### config.mk
export PLATFORM = sky130hd
export DESIGN_NAME = scanline_vcount
export DESIGN_NICKNAME = d
export VERILOG_FILES = /design/src/rtl/vcount_pkg.sv /design/src/rtl/vc_rst_sync.sv /design/src/rtl/vc_line_counter.sv /design/src/rtl/vc_window.sv /design/src/rtl/vc_frame_tick.sv /design/src/rtl/scanline_vcount.sv
export SDC_FILE = /design/constraint.sdc
export NUM_CORES = 1
export LEC_CHECK = 0
export ABC_AREA = 1
export BUFFER_PORTS_ARGS = -buffer_cell sky130_fd_sc_hd__buf_4
export CAP_MARGIN = 10
export CORE_AREA = 2 2 56 58
export CTS_BUF_LIST = sky130_fd_sc_hd__clkbuf_4
export DETAILED_ROUTE_END_ITERATION = 6
export DIE_AREA = 0 0 58 60
export GPL_TIMING_DRIVEN = 0
export SLEW_MARGIN = 20
export SYNTH_ARGS = -nofsm -noshare
export SYNTH_HDL_FRONTEND = slang
export SYNTH_SLANG_ARGS = --single-unit
### constraint.sdc
create_clock -name clk -period 0.8 [get_ports clk]
set_input_delay 0.12 -clock clk [delete_from_list [all_inputs] [get_ports clk]]
set_output_delay 0.12 -clock clk [all_outputs]
set_load 0.01 [all_outputs]
### src/rtl/vcount_pkg.sv
package vcount_pkg;
  // Fold toggle: PENDING means the next visit of the fold value jumps back
  typedef enum logic {
    FOLD_PENDING = 1'b0,
    FOLD_DONE    = 1'b1
  } fold_e;

  localparam int unsigned DEF_CNT_W     = 8;
  localparam int unsigned DEF_LINES     = 262;
  localparam int unsigned DEF_ACT_FIRST = 24;   // 0x18
  localparam int unsigned DEF_ACT_STOP  = 168;  // 0xA8, exclusive
  localparam int unsigned DEF_FOLD_AT   = 218;  // 0xDA
  localparam int unsigned DEF_FOLD_TO   = 213;  // 0xD5
endpackage

### src/rtl/vc_rst_sync.sv
module vc_rst_sync (
  input  logic clk,
  input  logic rst_n,
  output logic rst_sync_n
);
  logic meta_q;
  logic hold_q;

  always_ff @(posedge clk or negedge rst_n) begin
    if (!rst_n) begin
      meta_q <= 1'b0;
      hold_q <= 1'b0;
    end else begin
      meta_q <= 1'b1;
      hold_q <= meta_q;
    end
  end

  assign rst_sync_n = hold_q;
endmodule

### src/rtl/vc_line_counter.sv
module vc_line_counter
  import vcount_pkg::*;
#(
  parameter int unsigned CNT_W   = DEF_CNT_W,
  parameter int unsigned FOLD_AT = DEF_FOLD_AT,
  parameter int unsigned FOLD_TO = DEF_FOLD_TO
) (
  input  logic             clk,
  input  logic             rst_n,
  input  logic             step,
  output logic [CNT_W-1:0] cnt_q,
  output logic [CNT_W-1:0] cnt_nxt
);
  localparam logic [CNT_W-1:0] AT_V  = CNT_W'(FOLD_AT);
  localparam logic [CNT_W-1:0] TO_V  = CNT_W'(FOLD_TO);
  localparam logic [CNT_W-1:0] ONE_V = CNT_W'(1);

  fold_e            fold_q, fold_d;
  logic [CNT_W-1:0] cnt_d;

  // next-state
  always_comb begin
    cnt_d  = cnt_q;
    fold_d = fold_q;
    if (step) begin
      if (cnt_q == AT_V) begin
        fold_d = (fold_q == FOLD_PENDING) ? FOLD_DONE : FOLD_PENDING;
        cnt_d  = (fold_q == FOLD_PENDING) ? TO_V : cnt_q + ONE_V;
      end else begin
        cnt_d = cnt_q + ONE_V;
      end
    end
  end

  // registers
  always_ff @(posedge clk or negedge rst_n) begin
    if (!rst_n) begin
      cnt_q  <= '0;
      fold_q <= FOLD_PENDING;
    end else if (step) begin
      cnt_q  <= cnt_d;
      fold_q <= fold_d;
    end
  end

  assign cnt_nxt = cnt_d;

  assert_hold_R2: assert property (@(posedge clk) disable iff (!rst_n)
    !step |=> $stable(cnt_q));
  assert_increment_R2: assert property (@(posedge clk) disable iff (!rst_n)
    (step && cnt_q != AT_V) |=> cnt_q == CNT_W'($past(cnt_q) + ONE_V));
  assert_fold_back_R3: assert property (@(posedge clk) disable iff (!rst_n)
    (step && cnt_q == AT_V && fold_q == FOLD_PENDING) |=> cnt_q == TO_V);
  assert_fold_pass_R3: assert property (@(posedge clk) disable iff (!rst_n)
    (step && cnt_q == AT_V && fold_q == FOLD_DONE) |=> cnt_q == CNT_W'(AT_V + ONE_V));
endmodule

### src/rtl/vc_window.sv
module vc_window
  import vcount_pkg::*;
#(
  parameter int unsigned CNT_W     = DEF_CNT_W,
  parameter int unsigned ACT_FIRST = DEF_ACT_FIRST,
  parameter int unsigned ACT_STOP  = DEF_ACT_STOP
) (
  input  logic             clk,
  input  logic             rst_n,
  input  logic             step,
  input  logic [CNT_W-1:0] cnt_nxt,
  input  logic             ack,
  output logic             active_q,
  output logic             irq_q
);
  localparam int unsigned CW = CNT_W + 1;
  localparam logic [CW-1:0] FIRST_V = CW'(ACT_FIRST);
  localparam logic [CW-1:0] STOP_V  = CW'(ACT_STOP);

  logic nxt_inside;
  logic active_d;
  logic irq_set;
  logic irq_d;

  // next-state
  always_comb begin
    nxt_inside = ({1'b0, cnt_nxt} >= FIRST_V) && ({1'b0, cnt_nxt} < STOP_V);
    active_d   = step ? nxt_inside : active_q;
    irq_set    = step && active_q && !nxt_inside;
    irq_d      = irq_set | (irq_q & ~ack);
  end

  // registers
  always_ff @(posedge clk or negedge rst_n) begin
    if (!rst_n) begin
      active_q <= 1'b0;
      irq_q    <= 1'b0;
    end else begin
      active_q <= active_d;
      irq_q    <= irq_d;
    end
  end

  assert_irq_sticky_R6: assert property (@(posedge clk) disable iff (!rst_n)
    (irq_q && !ack) |=> irq_q);
  assert_irq_cause_R6: assert property (@(posedge clk) disable iff (!rst_n)
    $rose(irq_q) |-> ($past(active_q) && !active_q));
  assert_irq_clear_R7: assert property (@(posedge clk) disable iff (!rst_n)
    (ack && !step) |=> !irq_q);
endmodule

### src/rtl/vc_frame_tick.sv
module vc_frame_tick
  import vcount_pkg::*;
#(
  parameter int unsigned LINES = DEF_LINES
) (
  input  logic clk,
  input  logic rst_n,
  input  logic step,
  output logic pulse_q
);
  localparam int unsigned SW = (LINES > 1) ? $clog2(LINES) : 1;
  localparam logic [SW-1:0] LAST_V = SW'(LINES - 1);
  localparam logic [SW-1:0] ONE_V  = SW'(1);

  logic [SW-1:0] seen_q, seen_d;
  logic          pulse_d;

  // next-state
  always_comb begin
    pulse_d = step && (seen_q == LAST_V);
    seen_d  = seen_q;
    if (step) seen_d = (seen_q == LAST_V) ? '0 : seen_q + ONE_V;
  end

  // registers
  always_ff @(posedge clk or negedge rst_n) begin
    if (!rst_n) begin
      seen_q  <= '0;
      pulse_q <= 1'b0;
    end else begin
      if (step) seen_q <= seen_d;
      pulse_q <= pulse_d;
    end
  end

  assert_pulse_wrap_R8: assert property (@(posedge clk) disable iff (!rst_n)
    pulse_q |-> (seen_q == '0));
  assert_pulse_single_R8: assert property (@(posedge clk) disable iff (!rst_n)
    (pulse_q && LINES > 1) |=> !pulse_q);
endmodule

### src/rtl/scanline_vcount.sv
module scanline_vcount
  import vcount_pkg::*;
#(
  parameter int unsigned CNT_W     = DEF_CNT_W,
  parameter int unsigned LINES     = DEF_LINES,
  parameter int unsigned ACT_FIRST = DEF_ACT_FIRST,
  parameter int unsigned ACT_STOP  = DEF_ACT_STOP,
  parameter int unsigned FOLD_AT   = DEF_FOLD_AT,
  parameter int unsigned FOLD_TO   = DEF_FOLD_TO
) (
  input  logic             clk,
  input  logic             rst_n,
  input  logic             line_done,
  input  logic             irq_ack,
  output logic [CNT_W-1:0] vcount,
  output logic             active_line,
  output logic             frame_irq,
  output logic             frame_start
);
  logic             rst_int_n;
  logic [CNT_W-1:0] cnt_nxt;

  vc_rst_sync u_rst (
    .clk        (clk),
    .rst_n      (rst_n),
    .rst_sync_n (rst_int_n)
  );

  vc_line_counter #(
    .CNT_W   (CNT_W),
    .FOLD_AT (FOLD_AT),
    .FOLD_TO (FOLD_TO)
  ) u_cnt (
    .clk     (clk),
    .rst_n   (rst_int_n),
    .step    (line_done),
    .cnt_q   (vcount),
    .cnt_nxt (cnt_nxt)
  );

  vc_window #(
    .CNT_W     (CNT_W),
    .ACT_FIRST (ACT_FIRST),
    .ACT_STOP  (ACT_STOP)
  ) u_win (
    .clk      (clk),
    .rst_n    (rst_int_n),
    .step     (line_done),
    .cnt_nxt  (cnt_nxt),
    .ack      (irq_ack),
    .active_q (active_line),
    .irq_q    (frame_irq)
  );

  vc_frame_tick #(
    .LINES (LINES)
  ) u_frm (
    .clk     (clk),
    .rst_n   (rst_int_n),
    .step    (line_done),
    .pulse_q (frame_start)
  );

  assert_window_R5: assert property (@(posedge clk) disable iff (!rst_int_n)
    active_line == (({1'b0, vcount} >= (CNT_W+1)'(ACT_FIRST)) &&
                    ({1'b0, vcount} <  (CNT_W+1)'(ACT_STOP))));
  assert_reset_R1: assert property (@(posedge clk) disable iff (!rst_int_n)
    $rose(rst_int_n) |-> (vcount == '0 && !frame_irq && !frame_start && !active_line));
endmodule

# After elaboration in Yosys (flattened, before gate mapping)

Cells that the tools add are included.

Bits in read-only memories: 0
Bits in writable memories: 0
Bits in latches: 0
Output and inout bits: 11
Memories kept: 0
Input port bits: 4
Bits in registers: 23

Magnitude comparators: 2
Equal/unequal tests: 2
Multiply operators: 0
Shift operators: 0
Bitwise logic cells: 3
Reductions and logical operators: 6
Add/subtract/negate cells: 2
Div/mod/pow operators: 0
Multiplexer cells: 5

Operators by type and width:

| kind                                                | count |
|---|---|
| 2-to-1 mux 8 bit                                    | 3 |
| adder 9 x 1 -> 9 bit, second input constant         | 1 |
| == test 9 bit, second input constant                | 1 |
| 2-to-1 mux 9 bit                                    | 1 |
| adder 8 x 1 -> 8 bit, second input constant         | 1 |
| == test 8 bit, second input constant                | 1 |
| >= comparator 8 x 5 -> 1 bit, second input constant | 1 |
| < comparator 8 bit, second input constant           | 1 |
| logical AND 1 bit                                   | 4 |
| AND reduction 2 bit                                 | 1 |
| bitwise AND 1 bit                                   | 1 |
| zero test 1 bit                                     | 1 |
| 2-to-1 mux 1 bit                                    | 1 |
| NOT 1 bit                                           | 1 |
| bitwise OR 1 bit                                    | 1 |

# Longest topological paths before layout

Depth after elaboration: 9
Gate-level depth with buffers: 12
Depth with buffers taken out: 12

# By module

A second synthesis with hierarchy kept.

Cell total of the unflattened synthesis: 170
Area total of the unflattened synthesis: 1283.7 µm²

By module, submodules not included:

| module          | cells each | times used | area each (µm²) | sequential area each (µm²) |
|---|---|---|---|---|
| vc_frame_tick   | 73         | 1          | 564.3           | 250.2 |
| vc_line_counter | 74         | 1          | 544.3           | 225.2 |
| vc_window       | 20         | 1          | 121.4           | 50.0 |
| vc_rst_sync     | 3          | 1          | 53.8            | 50.0 |

# Worst setup path before layout

No wires, ideal clock.

Kind: flip-flop to flip-flop
From: register u_cnt.cnt_q[0]
To: register u_cnt.cnt_q[1]
Setup time: 0.120 ns
Path buffers: 0
Slack: -0.623 ns
Arrival time: 1.302 ns
Stages on the path, launching flop included: 8
Path through: dfrtp_1 -> inv_1 -> ha_1 -> nand3_1 -> nor2_1 -> nand2_1 -> or2_2 -> o211a_1

Word-level cells in the longest chain between the ends: 4

Ends and longest elaborated chain:

| what                   | line                                         | text |
|---|---|---|
| from (decl)            | vc_line_counter.sv:11                        | `output logic [CNT_W-1:0] cnt_q,` |
| from (signal assigned) | vc_line_counter.sv:41                        | `cnt_q <= cnt_d;` |
| adder 8 x 1 -> 8 bit   | vc_line_counter.sv:28, vc_line_counter.sv:30 |  |
| 2-to-1 mux 8 bit       | vc_line_counter.sv:28                        | `cnt_d = (fold_q == FOLD_PENDING) ? TO_V : cnt_q + ONE_V;` |
| 2-to-1 mux 8 bit (*)   | vc_line_counter.sv:26                        | `if (cnt_q == AT_V) begin` |
| 2-to-1 mux 8 bit (*)   | vc_line_counter.sv:25                        | `if (step) begin` |

Every way passes the cells marked *; elsewhere a longest branch is shown, timed or not.
A chain may end at the register's enable or synchronous reset.

# Final worst setup path

Same ends and word-level chain as after synthesis.

==> results.tsv <==
metric	value	unit
synthToLayoutAreaGrowth	56.1	%
hold_path_startpoint	irq_ack	
switchingPower	2.20	mW
final_area	1830	um^2
crit_path_start_kind	flop	
start_util	0.403	
num_antenna_cells	0	
pre_cts_ws	-0.658	ns
firstDrtPassIters	4	
syn_nets	150	
post-route-period-util	1.85	
grt_pass1_vias	1107	
rows	20	
pwr-share-seq	0.384	
setup_viol	53	
critPathMaxFanout	5	
critical_path_class	flop to flop	
ys_ff_latch	23	
synth.distinct_cells	26	
violations	negative setup slack	
layout-drive-gt1-share	0.463	
drcViolationCount	0	
clock-sinks	23	
clk_latency	0.32	ns
tns	-15.74	ns
hold_violations	0	
gp_routability_congestion	0.803	
yosys.area.top_type_share	0.492	
cpPeakStageDelay	0.47	ns
crit_path_end_kind	flop	
p_leak	0.889	nW
hold_ws	0.00767	ns
num_io_pins	15	
reg2reg_slack	-0.68	ns
clk_pin_slew	0.13	ns
grt_pass1_wl	4710	um
worst_slew_pin_slew	0.882	ns
worstPathCellList	inv_2, ha_4, nand3_1, nor2_1, nand2_1, or2_4, o211a_1	
finClkSkew	0.00733	ns
reg2regPathDepth	7	
clockRootBuffer	clkbuf_4	
die_area	3480	um^2
via_count	1088	
p_sw_frac	0.402	
wl	2810	um
combPwrFrac	0.514	
p_int	3.27	mW
postRouteAntennaNets	0	
cp.required	1.02	ns
arrival	1.70	ns
max_freq	676	MHz
drt_iter0_markers	23	
slew-limit-headroom	0.412	
synth_seq_area_share	0.492	
h-tree-depth	1	
cap_violations	0	
placed_cell_area	1350	um^2
syn_inst	142	
place_hpwl	1650	um
power.share.clock	0.102	
grt_max_degree	22	
cts_tree	built	
min_period	1.48	ns
p_per_area	2990	nW/um^2
die_h	60	um
syn_area	1170	um^2
setup_ws	-0.679	ns
final_nets	197	
rsz0062_at_grt	true	
final_cells	221	
slowest_stage	dfrtp_2	
holdPathEnd	u_win.irq_q	
io_buffers	14	
hold_depth	4	
yosysWarnings	0	
p_total	5.47	mW
synth_top_area_cell	dfrtp_1	
rr_startpoint	u_cnt.cnt_q[0]	
yosys-top-cells-area	dfrtp_1 49%, nand2_1 13%, inv_1 6.1%	
syn_avg_cell_area	8.24	um^2
grt_overflow_total	0	
wl_per_cell	12.7	um
dp.cells	189	
status	finished, violations left	
final_util	0.629	
routed_via_density	4.92	
slew_viol_final	0	
fillerInstances	250	
hp-class	input pin to flop	
cts.path.max_buffers	2	
die_x	58	um
grtUsageTotal	0.179	
cts_buffers	3	
core	2900	um^2
antenna_found_initial	0	
reg2reg_to	u_cnt.cnt_q[1]	
peakVddDrop	1.91	mV
## cell families after synthesis
kind of cell,share of synthesized area
compound gates,0.0545
simple gates,0.317
other cells,0.00321
flops,0.492
fa+ha+maj,0.0428
xor+xnor,0.0150
buf+inv,0.0759
## flip-flops by register name, summed over array words and instances, names as in the netlist
signal / cells
u_frm.pulse_q: 1
u_win.irq_q: 1
u_cnt.cnt_q: 8
u_frm.seen_q: 9
u_win.active_q: 1
u_rst.meta_q: 1
u_cnt.fold_q: 1
u_rst.rst_sync_n: 1
## how the worst max path moves through the flow
stage / cells after the start / to / from
after global placement: 12 / u_win.active_q / u_cnt.cnt_q[0]
after global routing: 12 / u_win.active_q / u_cnt.cnt_q[0]
after CTS: 12 / u_win.active_q / u_cnt.cnt_q[0]
after floorplan: 12 / u_win.active_q / u_cnt.cnt_q[1]
after detailed placement: 12 / u_win.active_q / u_cnt.cnt_q[0]
final: 7 / u_cnt.cnt_q[1] / u_cnt.cnt_q[0]
## critical path: cells and delay by family (launching register included)
family	cells	cell delay, ns
flops	1	0.47
simple gates	4	0.58
compound gates	1	0.11
fa+ha+maj	1	0.13
buf+inv	1	0.10
## placed cells by master, fill, tap and decap left out, drive strengths merged, types with 5 or more instances in the layout
cell and count:
inv 20, dfrtp 23, nor2 15, a21oi 5
nand2 43, buf 41, o21ai 5, nand3 9
## cell type report
cell class                 instances  area [um^2]  area share
sequential                        23          579       0.317
multi-input combinational         98          679       0.372
inverter                          20         77.6      0.0425
tap                               33         41.3      0.0226
buffer                             1         13.8     0.00753
timing repair buffer              42          408       0.223
clock inverter                     1         5.00     0.00274
clock buffer                       3         22.5      0.0123
## Yosys cell counts (all sizes together)
| master | n |
|---|---|
| a21oi | 5 |
| and3 | 1 |
| clkbuf | 1 |
| conb | 1 |
| dfrtp | 23 |
| ha | 4 |
| inv | 20 |
| nand2 | 43 |
| nand3 | 9 |
| nand3b | 3 |
| nand4 | 4 |
| nor2 | 15 |
| nor3 | 2 |
| nor3b | 1 |
| o211a | 1 |
| o21ai | 5 |
| or2 | 2 |
| xnor2 | 1 |
| xor2 | 1 |
## power groups by stage
stage          clock [mW]  sequential, mW  combinational [mW]
6_report            0.559            2.10                2.81
3_3_place_gp            0            2.04                1.56
2_1_floorplan           0            2.05                1.02
4_1_cts             0.587            2.08                2.40
5_1_grt             0.638            2.16                3.10
3_5_place_dp            0            2.06                1.61
## routing by layer
metal | up-vias | wire length (um) | GRT usage
li1 | 539 | - | -
met1 | 525 | 1200 | 0.219
met2 | 17 | 1470 | 0.317
met3 | 7 | 64 | 0.0216
met4 | 0 | 66 | 0.0764
met5 | - | 0 | 0
## what timing repair did
action	CTS	global route
buffers inserted	19	10
hold buffers	1	0
resized for setup	40	21
endpoints found under the hold margin	2	0
pin swaps	18	15
endpoints found under the setup margin	53	53
(Power assumes the default switching activity.)
